<file path="src/rtl/flit_replay_pkg.sv">
package flit_replay_pkg;

  typedef enum logic [1:0] {
    ST_IDLE,
    ST_SEL,
    ST_GBN
  } rxState_e;

  typedef struct packed {
    logic storeIn;
    logic popHead;
    logic passIn;
    logic flush;
    logic sendReq;
    logic reqSel;
  } strobe_t;

endpackage

</file>
<file path="src/rtl/flit_replay_ctrl.sv">
module flit_replay_ctrl
  import flit_replay_pkg::*;
#(
  parameter int SEQ_W = 10,
  parameter int DEPTH = 8,
  parameter int TMO_W = 16
) (
  input  logic             clk,
  input  logic             rstN,
  input  logic             inValid,
  input  logic [SEQ_W-1:0] inSeq,
  input  logic             inCrcOk,
  input  logic             cfgSelective,
  input  logic [TMO_W-1:0] cfgTimeout,
  input  logic [DEPTH-1:0] heldValid,
  output strobe_t          strobe,
  output logic [SEQ_W-1:0] expSeq,
  output logic [SEQ_W-1:0] reqSeqNext
);

  localparam int IDX_W = $clog2(DEPTH);

  rxState_e         st, stNext;
  strobe_t          s;
  logic [TMO_W-1:0] tmoCnt;
  logic [SEQ_W-1:0] offset, expNext;
  logic [IDX_W-1:0] headIdx, slotIdx;
  logic [DEPTH-1:0] remaining;
  logic             behind, isNext, inWin, headValid, slotValid, timeUp, delivered;

  assign offset    = inSeq - expSeq;
  assign behind    = offset[SEQ_W-1];
  assign isNext    = (offset == '0);
  assign inWin     = !behind && (offset < SEQ_W'(DEPTH));
  assign headIdx   = expSeq[IDX_W-1:0];
  assign slotIdx   = inSeq[IDX_W-1:0];
  assign headValid = heldValid[headIdx];
  assign slotValid = heldValid[slotIdx];
  assign timeUp    = (tmoCnt == cfgTimeout - TMO_W'(1));

  always_comb begin
    s         = '0;
    stNext    = st;
    s.popHead = headValid;
    if (inValid) begin
      if (!inCrcOk) begin
        s.sendReq = 1'b1;
        if (st == ST_IDLE) begin
          s.reqSel = cfgSelective;
          stNext   = cfgSelective ? ST_SEL : ST_GBN;
        end else begin
          s.flush = 1'b1;
          stNext  = ST_GBN;
        end
      end else if (st == ST_GBN) begin
        if (isNext) begin
          s.passIn = 1'b1;
          stNext   = ST_IDLE;
        end
      end else if (behind) begin
        s.passIn = 1'b0;
      end else if (isNext) begin
        s.passIn = !headValid;
      end else if (st == ST_IDLE) begin
        s.sendReq = 1'b1;
        s.reqSel  = cfgSelective;
        s.storeIn = cfgSelective && inWin;
        stNext    = cfgSelective ? ST_SEL : ST_GBN;
      end else if (inWin) begin
        s.storeIn = !slotValid;
      end else begin
        s.sendReq = 1'b1;
        s.flush   = 1'b1;
        stNext    = ST_GBN;
      end
    end

    delivered = s.passIn | s.popHead;
    remaining = heldValid & ~(s.popHead ? (DEPTH'(1) << headIdx) : '0);
    if (st == ST_SEL && stNext == ST_SEL && delivered && remaining == '0 && !s.storeIn)
      stNext = ST_IDLE;

    if (st != ST_IDLE && stNext == st && !s.sendReq && !delivered && timeUp) begin
      s.sendReq = 1'b1;
      s.reqSel  = (st == ST_SEL);
    end

    expNext = expSeq + SEQ_W'(delivered);
  end

  assign strobe     = s;
  assign reqSeqNext = expNext;

  always_ff @(posedge clk) begin
    if (!rstN) begin
      st     <= ST_IDLE;
      expSeq <= '0;
      tmoCnt <= '0;
    end else begin
      st     <= stNext;
      expSeq <= expNext;
      if (s.sendReq || delivered || stNext == ST_IDLE) tmoCnt <= '0;
      else                                              tmoCnt <= tmoCnt + TMO_W'(1);
    end
  end

endmodule

</file>
<file path="src/rtl/flit_replay_dp.sv">
module flit_replay_dp
  import flit_replay_pkg::*;
#(
  parameter int SEQ_W  = 10,
  parameter int FLIT_W = 32,
  parameter int DEPTH  = 8
) (
  input  logic              clk,
  input  logic              rstN,
  input  strobe_t           strobe,
  input  logic [SEQ_W-1:0]  inSeq,
  input  logic [FLIT_W-1:0] inData,
  input  logic [SEQ_W-1:0]  expSeq,
  input  logic [SEQ_W-1:0]  reqSeqNext,
  output logic [DEPTH-1:0]  heldValid,
  output logic              outValid,
  output logic [SEQ_W-1:0]  outSeq,
  output logic [FLIT_W-1:0] outData,
  output logic              reqValid,
  output logic [SEQ_W-1:0]  reqSeq,
  output logic              reqSelective
);

  localparam int IDX_W = $clog2(DEPTH);

  logic [FLIT_W-1:0] holdMem [DEPTH];
  logic [DEPTH-1:0]  slotWr, slotClr;
  logic [IDX_W-1:0]  headIdx, slotIdx;

  assign headIdx = expSeq[IDX_W-1:0];
  assign slotIdx = inSeq[IDX_W-1:0];

  for (genvar g = 0; g < DEPTH; g++) begin : gSlot
    assign slotWr[g]  = strobe.storeIn && (slotIdx == IDX_W'(g));
    assign slotClr[g] = strobe.popHead && (headIdx == IDX_W'(g));
  end

  always_ff @(posedge clk) begin
    for (int i = 0; i < DEPTH; i++)
      if (slotWr[i]) holdMem[i] <= inData;
  end

  always_ff @(posedge clk) begin
    if (!rstN)             heldValid <= '0;
    else if (strobe.flush) heldValid <= '0;
    else                   heldValid <= (heldValid & ~slotClr) | slotWr;
  end

  always_ff @(posedge clk) begin
    if (!rstN) begin
      outValid     <= 1'b0;
      outSeq       <= '0;
      outData      <= '0;
      reqValid     <= 1'b0;
      reqSeq       <= '0;
      reqSelective <= 1'b0;
    end else begin
      outValid <= strobe.passIn | strobe.popHead;
      if (strobe.passIn | strobe.popHead) begin
        outSeq  <= expSeq;
        outData <= strobe.popHead ? holdMem[headIdx] : inData;
      end
      reqValid <= strobe.sendReq;
      if (strobe.sendReq) begin
        reqSeq       <= reqSeqNext;
        reqSelective <= strobe.reqSel;
      end
    end
  end

endmodule

</file>
<file path="src/rtl/flit_replay_rx.sv">
module flit_replay_rx
  import flit_replay_pkg::*;
#(
  parameter int SEQ_W  = 10,
  parameter int FLIT_W = 32,
  parameter int DEPTH  = 8,
  parameter int TMO_W  = 16
) (
  input  logic              clk,
  input  logic              rstN,
  input  logic              cfgSelective,
  input  logic [TMO_W-1:0]  cfgTimeout,
  input  logic              inValid,
  input  logic [SEQ_W-1:0]  inSeq,
  input  logic              inCrcOk,
  input  logic [FLIT_W-1:0] inData,
  output logic              outValid,
  output logic [SEQ_W-1:0]  outSeq,
  output logic [FLIT_W-1:0] outData,
  output logic              reqValid,
  output logic [SEQ_W-1:0]  reqSeq,
  output logic              reqSelective
);

  strobe_t          strobe;
  logic [SEQ_W-1:0] expSeq, reqSeqNext;
  logic [DEPTH-1:0] heldValid;

  flit_replay_ctrl #(.SEQ_W(SEQ_W), .DEPTH(DEPTH), .TMO_W(TMO_W)) u_ctrl (
    .clk(clk), .rstN(rstN), .inValid(inValid), .inSeq(inSeq), .inCrcOk(inCrcOk),
    .cfgSelective(cfgSelective), .cfgTimeout(cfgTimeout), .heldValid(heldValid),
    .strobe(strobe), .expSeq(expSeq), .reqSeqNext(reqSeqNext)
  );

  flit_replay_dp #(.SEQ_W(SEQ_W), .FLIT_W(FLIT_W), .DEPTH(DEPTH)) u_dp (
    .clk(clk), .rstN(rstN), .strobe(strobe), .inSeq(inSeq), .inData(inData),
    .expSeq(expSeq), .reqSeqNext(reqSeqNext), .heldValid(heldValid),
    .outValid(outValid), .outSeq(outSeq), .outData(outData),
    .reqValid(reqValid), .reqSeq(reqSeq), .reqSelective(reqSelective)
  );

endmodule

</file>
<file path="config.mk">
export PLATFORM = sky130hd
export DESIGN_NAME = flit_replay_rx
export DESIGN_NICKNAME = d
export VERILOG_FILES = /design/src/rtl/flit_replay_pkg.sv /design/src/rtl/flit_replay_ctrl.sv /design/src/rtl/flit_replay_dp.sv /design/src/rtl/flit_replay_rx.sv
export SDC_FILE = /design/constraint.sdc
export NUM_CORES = 1
export LEC_CHECK = 0
export ABC_AREA = 1
export BUFFER_PORTS_ARGS = -buffer_cell sky130_fd_sc_hd__clkbuf_2
export CAP_MARGIN = 10
export CORE_MARGIN = 2
export CORE_UTILIZATION = 28
export DETAILED_ROUTE_END_ITERATION = 10
export PLACE_DENSITY = 0.55
export SLEW_MARGIN = 40
export SYNTH_ARGS = -nofsm -noshare
export SYNTH_HDL_FRONTEND = slang
export SYNTH_SLANG_ARGS = --single-unit
</file>
<file path="constraint.sdc">
create_clock -name clk -period 12.6 [get_ports clk]
set_input_delay 2.52 -clock clk [delete_from_list [all_inputs] [get_ports clk]]
set_output_delay 2.52 -clock clk [all_outputs]
set_load 0.01 [all_outputs]
</file>
==> results of run 1 <==
[registers in the layout, indices dropped and copies added, names as in the netlist]
register and count:
u_dp.reqSelective 1, u_ctrl.st 2, u_dp.outValid 1, u_dp.heldValid 8, u_dp.outSeq 10, u_ctrl.expSeq 10
u_dp.outData 32, u_ctrl.tmoCnt 16, u_dp.holdMem 256, u_dp.reqValid 1, u_dp.reqSeq 10
[final cells by class]
| class | instances | area share (%) |
|---|---|---|
| clock buffer | 48 | 5.70 |
| clock inverter | 21 | 2.06 |
| inverter | 98 | 2.09 |
| multi-input combinational | 925 | 26.5 |
| sequential | 347 | 53.7 |
| tap | 680 | 4.81 |
| timing repair buffer | 139 | 5.10 |
[per-stage QoR]
| stage | utilization (%) | instance area [um^2] | setup slack [ns] |
|---|---|---|---|
| after floorplan | - | 14700 | 5.89 |
| after global placement | 31.2 | 16100 | 6.65 |
| after detailed placement | 31.6 | 16300 | 6.81 |
| after CTS | 34.3 | 17700 | 7.41 |
| after global routing | 34.3 | 17700 | 7.13 |
| final | 34.3 | 17700 | 7.38 |
[power breakdown]
part / leakage (nW) / total (mW) / internal [mW] / switching [mW]
Combinational: 2.84 / 0.0926 / 0.0289 / 0.0637
Clock: 0.669 / 1.22 / 0.758 / 0.465
Sequential: 3.04 / 1.23 / 1.23 / 0.00260
[Yosys cell counts (15+ instances only)]
cell      instances  area share [%]
a21oi_1          15            0.51
a22oi_1          23             1.2
clkbuf_1         36            0.92
dfxtp_1          91              12
edfxtp_1        256              52
inv_1            94             2.4
nand2_1         480              12
nand3_1          74             2.5
nand4_1          54             2.3
nor2_1           85             2.2
nor3_1           15            0.51
o211ai_1         30             1.5
o21ai_0          25            0.85
xor2_1           30             1.8
[worst max-delay path, delay by kind of cell]
| family | cells | cell delay (ns) |
|---|---|---|
| adder cells (fa/ha/maj) | 1 | 0.40 |
| buffers and inverters | 4 | 0.66 |
| AND/OR/NAND/NOR | 12 | 1.89 |
[routing by layer]
metal / wire length (um) / global-route usage [%] / vias up / part of all wire (%)
li1: - / - / 5105 / -
met1: 17400 / 18.3 / 4936 / 47
met2: 16900 / 22.3 / 260 / 46
met3: 1870 / 2.40 / 53 / 5.0
met4: 807 / 4.44 / 0 / 2.2
met5: 0 / 0 / - / 0
[logic make-up after synthesis]
logic type / after synthesis
XOR/XNOR: 41
AND/OR/NAND/NOR: 757
buffers and inverters: 150
flip-flops: 347
adder cells (fa/ha/maj): 13
AO/OA/AOI/OAI: 114
[final timing paths]
kind                                      start                             to  slack, ns  cells past startpoint
setup reg to reg    u_ctrl.expSeq[1]$_SDFF_PN0_    u_dp.reqSeq[8]$_SDFFE_PN0P_       8.12                     20
hold / removal    u_dp.outData[19]$_SDFFE_PN0N_  u_dp.outData[19]$_SDFFE_PN0N_       0.45                      2
hold reg to reg   u_dp.outData[19]$_SDFFE_PN0N_  u_dp.outData[19]$_SDFFE_PN0N_       0.45                      2
setup / recovery                       inSeq[2]  u_dp.holdMem[6][22]$_DFFE_PP_       7.38                     17
==> impl_results.md, run 1 <==
* Yosys Warn Count at 0
* Drt via density at about 4.6
* Dpl cells at 2189
* DRT Pass-1 Iters at 5
* Commonest cells after routing, fill and taps aside: nand2_1 (479), edfxtp_1 (256), clkbuf_2 (117), inv_1 (93), dfxtp_1 (91)
* I/O pins at 118
* Multiplexer share of the synthesized area at 0%
* Worst EP required at 12.86 ns
* Core Box Area at 51600 um^2
* Kind of critical path: in -> reg
* Commonest non-fill, non-tap cell in the layout: nand2_1
* CTS Sinks at ~350
* Main combinational cell family by area after synthesis: simple AND/OR/NAND/NOR gates
* Largest net degree at the start of global routing at 68
* Primary FF master, synth: edfxtp_1
* Post-Synth Adder-Cell Area at 1.11%
* CTS root buf: clkbuf_16
* Cell Chain, Critical Path: clkbuf_2 -> ha_1 -> inv_1 -> nand2_1 -> nand3_2 -> nand2_1 -> nand2_1 -> nand3_1 -> nand2_2 -> nand2_2 -> nor3_2 -> nand4_1 -> nor2_1 -> nand2_1 -> nor2_4 -> buf_8 -> buf_8
* Insertion delay to the later sink of the worst-skew pair at roughly 0.56 ns
* Deepest clock path buffer count at 3
* Unrepaired setup endpoints after global routing: no
* Slew @ Worst Pin at 0.695 ns
* Crit. End Element: flop
* Final cell count without fillers at 2258
* Vias at 10400
* Initial cell density of the core at roughly 28%
* H-tree levels at 2
* Synthesized net count at 1498
* Die W at 233 um
* Complex-gate fraction of the synthesized area at 5.12%
* Share of layout cells above drive strength 1 at 16.4%
* ANT nets after route at 0
* GRT Residual Overflow at 0
* Post-synthesis sequential area ratio at 64.7%
* Hold Fails Final Rpt at 0
* Highest Clock Rate at about 190 MHz
* CTS clk-pin slew, worst paths at 0.06 ns
* Starting DRT DRC Count at 784
* Lkg Pwr at ~6.5 nW
* Routability Congestion at 0.836
* DIE AREA at 54300 um^2
* CTS Hold Bufs at 0
* FF+latch area at 9510 um^2
* Final nets at 1625
* Synthesized flop and latch total at 347
* CP peak stage delay at 0.44 ns
* Number of fill cells at 5211
* Number of flops mapped to enable cells by yosys at 256
* Worst vdd rail ir drop at 0.0787 mV
* CP startpoint kind: primary input
* Area occupied by multi-input gates at 4690 um^2
* MaxCap Viol Count at 0
* Antenna Cells at 0
* Fin crit period at 5.22 ns
* GRT Util Overall at 13.6%
* CP dominant cell by count: nand2_1
* Num rows at 83
* Post-synthesis simple-gate area fraction at 22.7%
* Syn avg cell area at 10.3 um^2
* HP Class: reg -> reg
* WL/cell at roughly 16 um
* Final Max Tran Viols at 0
* Endpoints failing setup at 0
* Asr flop ratio synth at 0%
* CTS-repair resized insts at 0
* Xor/xnor share of the synthesized area at 2.44%
* Status: complete, no violations
* Syn-to-layout area delta at 20.4%
* WHS at 0.452 ns
* Vias in the first global route at 10200
* Tcrit/Tclk final at roughly 41%
* Cells after synthesis at 1422
* Aggregate routed wire length at roughly 37000 um
* Slowest stage cell on the critical path: nor2_4
* Synth unique cells at 43
* Number of buffers created by CTS at 38
* Power per cell area at between 100 and 150 nW/um^2
* CTS tree: yes
* DR DRC count at 0
* Relative slew slack at ~54%
* Die Ht at 233 um
* Crit path max fanout at 13
* Post-CTS setup buffers at 0
* CP arrival at ~5.5 ns
* Port Buffer Count at 117
* Detailed placer's ending HPWL at 22600 um
* Initial antenna violation count at 0
* Overall Power at 2.55 mW
* Final clock skew at 0.0190 ns
* First-pass GRT wire length at around 57000 um
* Post-Syn Area at 14700 um^2
* Setup TNS Final at 0 ns
(Power assumes the default switching activity.)
==> run 2, diff against run 1 <==
- PLACE_DENSITY: 0.55 -> 0.57
- clock period: 12.6 -> 4.7 ns (I/O delays scaled with it)
==> impl_results.md, run 2 (synthesized netlist as in run 1, its figures left out) <==
* Tcrit/Tclk final at 79.6%
* Core Box Area at 51600 um^2
* CP dominant cell by count: nand2_1
* CP arrival at around 4 ns
* First-pass GRT wire length at 58600 um
* Crit path max fanout at 24
* Starting DRT DRC Count at 706
* Endpoints failing setup at 0
* Largest net degree at the start of global routing at 65
* Detailed placer's ending HPWL at 23400 um
* Initial antenna violation count at 2
* Vias at around 10000
* Lkg Pwr at between 6 and 7 nW
* Post-CTS setup buffers at 0
* Final Max Tran Viols at 0
* Commonest non-fill, non-tap cell in the layout: nand2_1
* I/O pins at between 100 and 150
* FF-to-FF setup slack at ~0.96 ns
* Relative slew slack at a little under half
* DR DRC count at 0
* Slowest stage cell on the critical path: dfxtp_1
* Insertion delay to the later sink of the worst-skew pair at 0.56 ns
* H-tree levels at 2
* Cell Chain, Critical Path: inv_1 -> ha_1 -> nand2_1 -> nand2_1 -> nand3_2 -> nand2_1 -> nand2_1 -> nand3_1 -> nand2_2 -> nand2_2 -> nor3_2 -> nand4_1 -> nor2_1 -> nand2_1 -> nor2_4 -> buf_12
* Aggregate routed wire length at 37900 um
* Placed standard-cell area at 16200 um^2
* WL/cell at 16.8 um
* Hold Path Origin: u_dp.outData[29]$_SDFFE_PN0N_
* Final cell count without fillers at 2262
* Port Buffer Count at 117
* Deepest clock path buffer count at 3
* Final nets at 1626
* Drt via density at 4.63
* GRT Util Overall at 13.9%
* Reg-to-reg endpoint: u_dp.holdMem[7][28]$_DFFE_PP_
* CTS clk-pin slew, worst paths at 0.06 ns
* Commonest cells after routing, fill and taps aside: nand2_1 (479), edfxtp_1 (256), clkbuf_2 (117), inv_1 (93), dfxtp_1 (90)
* CTS-repair resized insts at 0
* Num rows at slightly above 80
* CTS root buf: clkbuf_16
* Fin crit period at 3.74 ns
* Antenna Cells at 0
* CTS tree: yes
* CP startpoint kind: flop
* Regs by FF count: u_dp.holdMem (256), u_dp.outData (32), u_ctrl.tmoCnt (16)
* Post-layout util at around 34%
* Number of fill cells at 5124
* CTS Hold Bufs at 0
* Highest Clock Rate at roughly 270 MHz
* Dpl cells at 2187
* CTS Sinks at 347
* Final clock skew at 0.0108 ns
* GRT Residual Overflow at 0
* Reg2reg path depth at 16
* ANT nets after route at 0
* Worst vdd rail ir drop at 0.236 mV
* Hold Fails Final Rpt at 0
* Crit. End Element: flop
* Most flops, register: u_dp.holdMem
* Initial cell density of the core at between 20% and 30%
* Number of buffers created by CTS at 40
* MaxCap Viol Count at 0
* Worst EP required at 4.95 ns
* Die W at 233 um
* CP peak stage delay at 0.54 ns
* DRT Pass-1 Iters at 5
* Vias in the first global route at 10200
* Die Ht at around 230 um
* Hold depth at 2
* Slew @ Worst Pin at 0.815 ns
* Unrepaired setup endpoints after global routing: no
* DIE AREA at about 54000 um^2
* Routability Congestion at 0.863
* FF-to-FF Start: u_ctrl.expSeq[1]$_SDFF_PN0_
* Design area at approximately 18000 um^2
* Max FFs per register at approximately 260
* Kind of critical path: reg -> reg
* Hold Path End: u_dp.outData[29]$_SDFFE_PN0N_
* Share of layout cells above drive strength 1 at between 15 and 20%
* Status: complete, no violations
* Power per cell area at between 300 and 400 nW/um^2
* Syn-to-layout area delta at 19.5%
* HP Class: reg -> reg
## run 2: changes by cell type in the layout (fill, tap and decap cells not counted), sizes merged
cell and delta:
bufinv -7, inv +3, clkbuf +8, clkinvlp +3, buf -1, clkinv -2
## run 2: metrics by stage
step / setup TNS, ns / setup slack (ns) / hold WS [ns] / power [mW]
CTS: 0 / 0.918 / 0.457 / 6.71
finish: 0 / 0.957 / 0.452 / 6.64
detailed placement: 0 / 0.570 / 0.441 / 3.61
floorplan: -56.25 / -0.429 / 0.442 / 3.51
global placement: 0 / 0.629 / 0.440 / 3.61
global route: 0 / 0.579 / 0.471 / 6.87
## run 2: power breakdown
group | switching (mW) | internal [mW]
clock | 1.27 | 1.82
sequential | 0.00783 | 3.29
combinational | 0.171 | 0.0780
## run 2: layout make-up
cell class,instances,area [um^2],share of cell area [%]
Clock inverter,18,185,1.05
Sequential cell,347,9510,54.1
Clock buffer,56,1130,6.45
Timing Repair Buffer,138,822,4.68
Multi-Input combinational cell,925,4690,26.7
Inverter,98,368,2.09
Tap cell,680,851,4.84
## run 2: worst max-delay path: cells and delay by family (launching register included)
| kind | cells | cell delay [ns] |
|---|---|---|
| adders and majority gates | 1 | 0.39 |
| and+or+nand+nor | 13 | 2.03 |
| buffers and inverters | 2 | 0.46 |
| DFF | 1 | 0.54 |
## run 2: routing by layer
metal,vias to the layer above,GRT usage [%],wire length (um)
met4,4,4.00,760
met3,61,2.72,2060
met5,-,0,27
met2,272,22.7,17500
met1,5024,18.7,17500
li1,5113,-,-
## run 2: worst max-delay path by stage
stage                                     start                            end  slack (ns)  depth (start not counted)
finish              u_ctrl.expSeq[1]$_SDFF_PN0_  u_dp.holdMem[7][28]$_DFFE_PP_        0.96                         16
CTS                 u_ctrl.expSeq[1]$_SDFF_PN0_  u_dp.holdMem[7][28]$_DFFE_PP_        0.92                         16
global route        u_ctrl.expSeq[1]$_SDFF_PN0_    u_dp.reqSeq[8]$_SDFFE_PN0P_        0.58                         22
global placement                       inSeq[2]   u_dp.holdMem[7][3]$_DFFE_PP_        0.63                         16
floorplan                              inSeq[5]   u_dp.holdMem[0][0]$_DFFE_PP_       -0.43                         14
detailed placement                     inSeq[2]   u_dp.holdMem[7][6]$_DFFE_PP_        0.57                         16
==> run 3, diff against run 2 <==
- ABC_AREA: 1 -> 0
- clock period: 4.7 -> 3.1 ns (I/O delays scaled with it)
==> impl_results.md, run 3 <==
* Highest Clock Rate at between 300 and 400 MHz
* Max FFs per register at 256
* CP top delay family: compound AO/OA/AOI/OAI gates
* Commonest cells after routing, fill and taps aside: edfxtp_1 (256), nand2_1 (160), clkbuf_2 (116), buf_4 (98), dfxtp_1 (85)
* CTS Sinks at 347
* Post-Syn Area at 15000 um^2
* Synth top area share at 51.4%
* Initial antenna violation count at 4
* Area leader, netlist: edfxtp_1
* Lkg Pwr at 6.60 nW
* Antenna Cells at 0
* HP Class: in -> reg
* CTS clk-pin slew, worst paths at 0.06 ns
* Unrepaired setup endpoints after global routing: yes
* FF-to-FF Start: u_ctrl.expSeq[6]$_SDFF_PN0_
* H-tree levels at 2
* Hold Path Origin: inData[23]
* Yosys Warn Count at 0
* Design area at 19300 um^2
* Slew @ Worst Pin at around 0.77 ns
* CP arrival at 3.48 ns
* Hold Fails Final Rpt at 0
* Final clock skew at 0.0182 ns
* Placed standard-cell area at 17500 um^2
* Synth top area cells: edfxtp_1 (51%), dfxtp_1 (12%), mux4_2 (10%), nand2_1 (4.1%), a311o_1 (2.2%)
* Sequential share of power at between 40% and 50%
* Deepest clock path buffer count at 3
* Worst EP required at 3.39 ns
* CP startpoint kind: flop
* Power per cell area at ~520 nW/um^2
* I/O pins at 118
* Asr flop ratio synth at 0%
* CTS root buf: clkbuf_16
* Fin crit period at 3.19 ns
* Share of layout cells above drive strength 1 at 35.5%
* Commonest cells in the synthesized netlist: edfxtp_1 (256), nand2_1 (162), dfxtp_1 (91)
* DIE AREA at between 50000 and 60000 um^2
* Aggregate routed wire length at 39300 um
* Routability Congestion at about 0.85
* ANT nets after route at 0
* Worst vdd rail ir drop at approximately 0.35 mV
* Buf/Inv on CP at 4
* Crit. End Element: flop
* Synth unique cells at 64
* Regs by FF count: u_dp.holdMem (256), u_dp.outData (32), u_ctrl.tmoCnt (16)
* Int Pwr at 7.86 mW
* Num rows at 84
* Most numerous cell in the Yosys netlist: edfxtp_1
* Clock power frac at 45.9%
* Endpoints failing setup at 76
* First-pass GRT wire length at 58400 um
* Placement Setup Slack at -0.636 ns
* Primary FF master, synth: edfxtp_1
* Syn avg cell area at 13.8 um^2
* CTS tree: yes
* Status: finished with violations
* Cells after synthesis at about 1100
* Core Box Area at roughly 53000 um^2
* Post-synthesis sequential area ratio at between 60 and 70%
* Die Ht at ~240 um
* Final Max Tran Viols at 0
* GRT Residual Overflow at 0
* Port Buffer Count at around 120
* DR DRC count at 0
* DRT Pass-1 Iters at 5
* Synthesized flop and latch total at 347
* Crit path max fanout at 5
* WL/cell at 19.4 um
* Vias in the first global route at between 9000 and 10000
* Post-layout util at 36.7%
* Final worst setup slack at -0.0854 ns
* CP peak stage delay at between 0.4 and 0.5 ns
* GRT Util Overall at a little over an eighth
* Vias at 9890
* Syn-to-layout area delta at 29.2%
* Overall Power at 10.1 mW
* Kind of critical path: reg -> reg
* Number of buffers created by CTS at 39
* Drt via density at 4.86
* Relative slew slack at 48.8%
* Gate power share at 4.6%
* Starting DRT DRC Count at 775
* Cell Chain, Critical Path: inv_2 -> ha_4 -> a211o_1 -> a31oi_1 -> o32ai_2 -> a211oi_2 -> nand2_2 -> or4_4 -> or3_4 -> clkinvlp_4 -> buf_12 -> clkbuf_16
* Initial cell density of the core at between 20% and 30%
* Crit. Startpoint: u_ctrl.expSeq[6]$_SDFF_PN0_
* MaxCap Viol Count at 0
* Tcrit/Tclk final at 103%
* Sw Ratio at 22.1%
* Largest net degree at the start of global routing at 72
* Final nets at 1392
* Detailed placer's ending HPWL at 23600 um
* Failing checks: setup timing
* Commonest non-fill, non-tap cell in the layout: edfxtp_1
* Psw at 2.23 mW
* Die W at around 240 um
* Synthesized net count at 1163
* Most flops, register: u_dp.holdMem
* Number of flops mapped to enable cells by yosys at between 200 and 300
* Insertion delay to the later sink of the worst-skew pair at 0.57 ns
* Slowest stage cell on the critical path: or4_4
## run 3: changes by cell type after synthesis, moves of 33 or more
cell / previous run / this run
nand2_1: 480 / 162
nand3_1: 74 / 31
inv_1: 94 / 27
nand4_1: 54 / 7
a311o_1: 0 / 33
mux4_2: 0 / 68
a21boi_0: 0 / 42
## run 3: logic make-up after synthesis
group / share of synthesized area [%]
flops: 63.5
compound gates: 8.64
xor+xnor: 2.69
fa+ha+maj: 1.09
buf+inv: 2.47
simple gates: 10.6
mux: 11.0
## run 3: final timing paths
check / to / slack (ns) / cells after the start
hold / removal: u_dp.holdMem[7][23]$_DFFE_PP_ / 0.34 / 1
setup reg to reg: u_dp.holdMem[0][16]$_DFFE_PP_ / -0.09 / 12
hold reg to reg: u_dp.outData[30]$_SDFFE_PN0N_ / 0.45 / 2
setup / recovery: u_dp.holdMem[0][16]$_DFFE_PP_ / -0.09 / 12
## run 3: area by class of cell
type                       instances  area (um^2)
clock buffer                      51         1080
clock inverter                    19          226
fill                            5018        33300
inverter                          29          136
multi-input combinational        645         5500
sequential                       347         9520
tap                              688          861
timing repair buffer             254         2020
## run 3: worst register-to-register path: stages, from the launching register on
cell and delay, ns:
dfxtp_2 0.33, inv_2 0.05, ha_4 0.20, a211o_1 0.34, a31oi_1 0.19, o32ai_2 0.13, a211oi_2 0.29, nand2_2 0.11
or4_4 0.47, or3_4 0.37, clkinvlp_4 0.15, buf_12 0.14, clkbuf_16 0.14
## run 3: what timing repair did
item,CTS,global route
buffers inserted,10,9
gates resized for setup,26,41
cloned,2,6
pin swaps,7,15
hold buffers,0,0
setup endpoints to repair,208,172
## run 3: metal layers
metal	wire, um	track usage [%]	vias to the layer above	part of all wire, %
li1	-	-	4604	-
met1	17400	17.7	4938	44
met2	18800	22.3	281	48
met3	2280	2.91	59	5.8
met4	827	3.95	8	2.1
met5	55	0	-	0.14
## run 3: stage by stage
step / hold slack, ns / cells / TNS, ns
2_1_floorplan: 0.443 / 1087 / -103.32
3_3_place_gp: 0.452 / 1937 / -116.51
3_5_place_dp: 0.458 / 1937 / -119.85
4_1_cts: 0.307 / 2019 / -1.19
5_1_grt: 0.332 / 2033 / -10.72
6_report: 0.340 / 2033 / -2.69
## run 3: power by group through the flow
stage	sequential (mW)	clock [mW]	combinational, mW
after floorplan	5.09	0	0.218
after global placement	5.09	0	0.429
after detailed placement	5.09	0	0.439
after CTS	4.99	4.78	0.450
after global routing	4.98	4.96	0.509
final	4.99	4.63	0.465
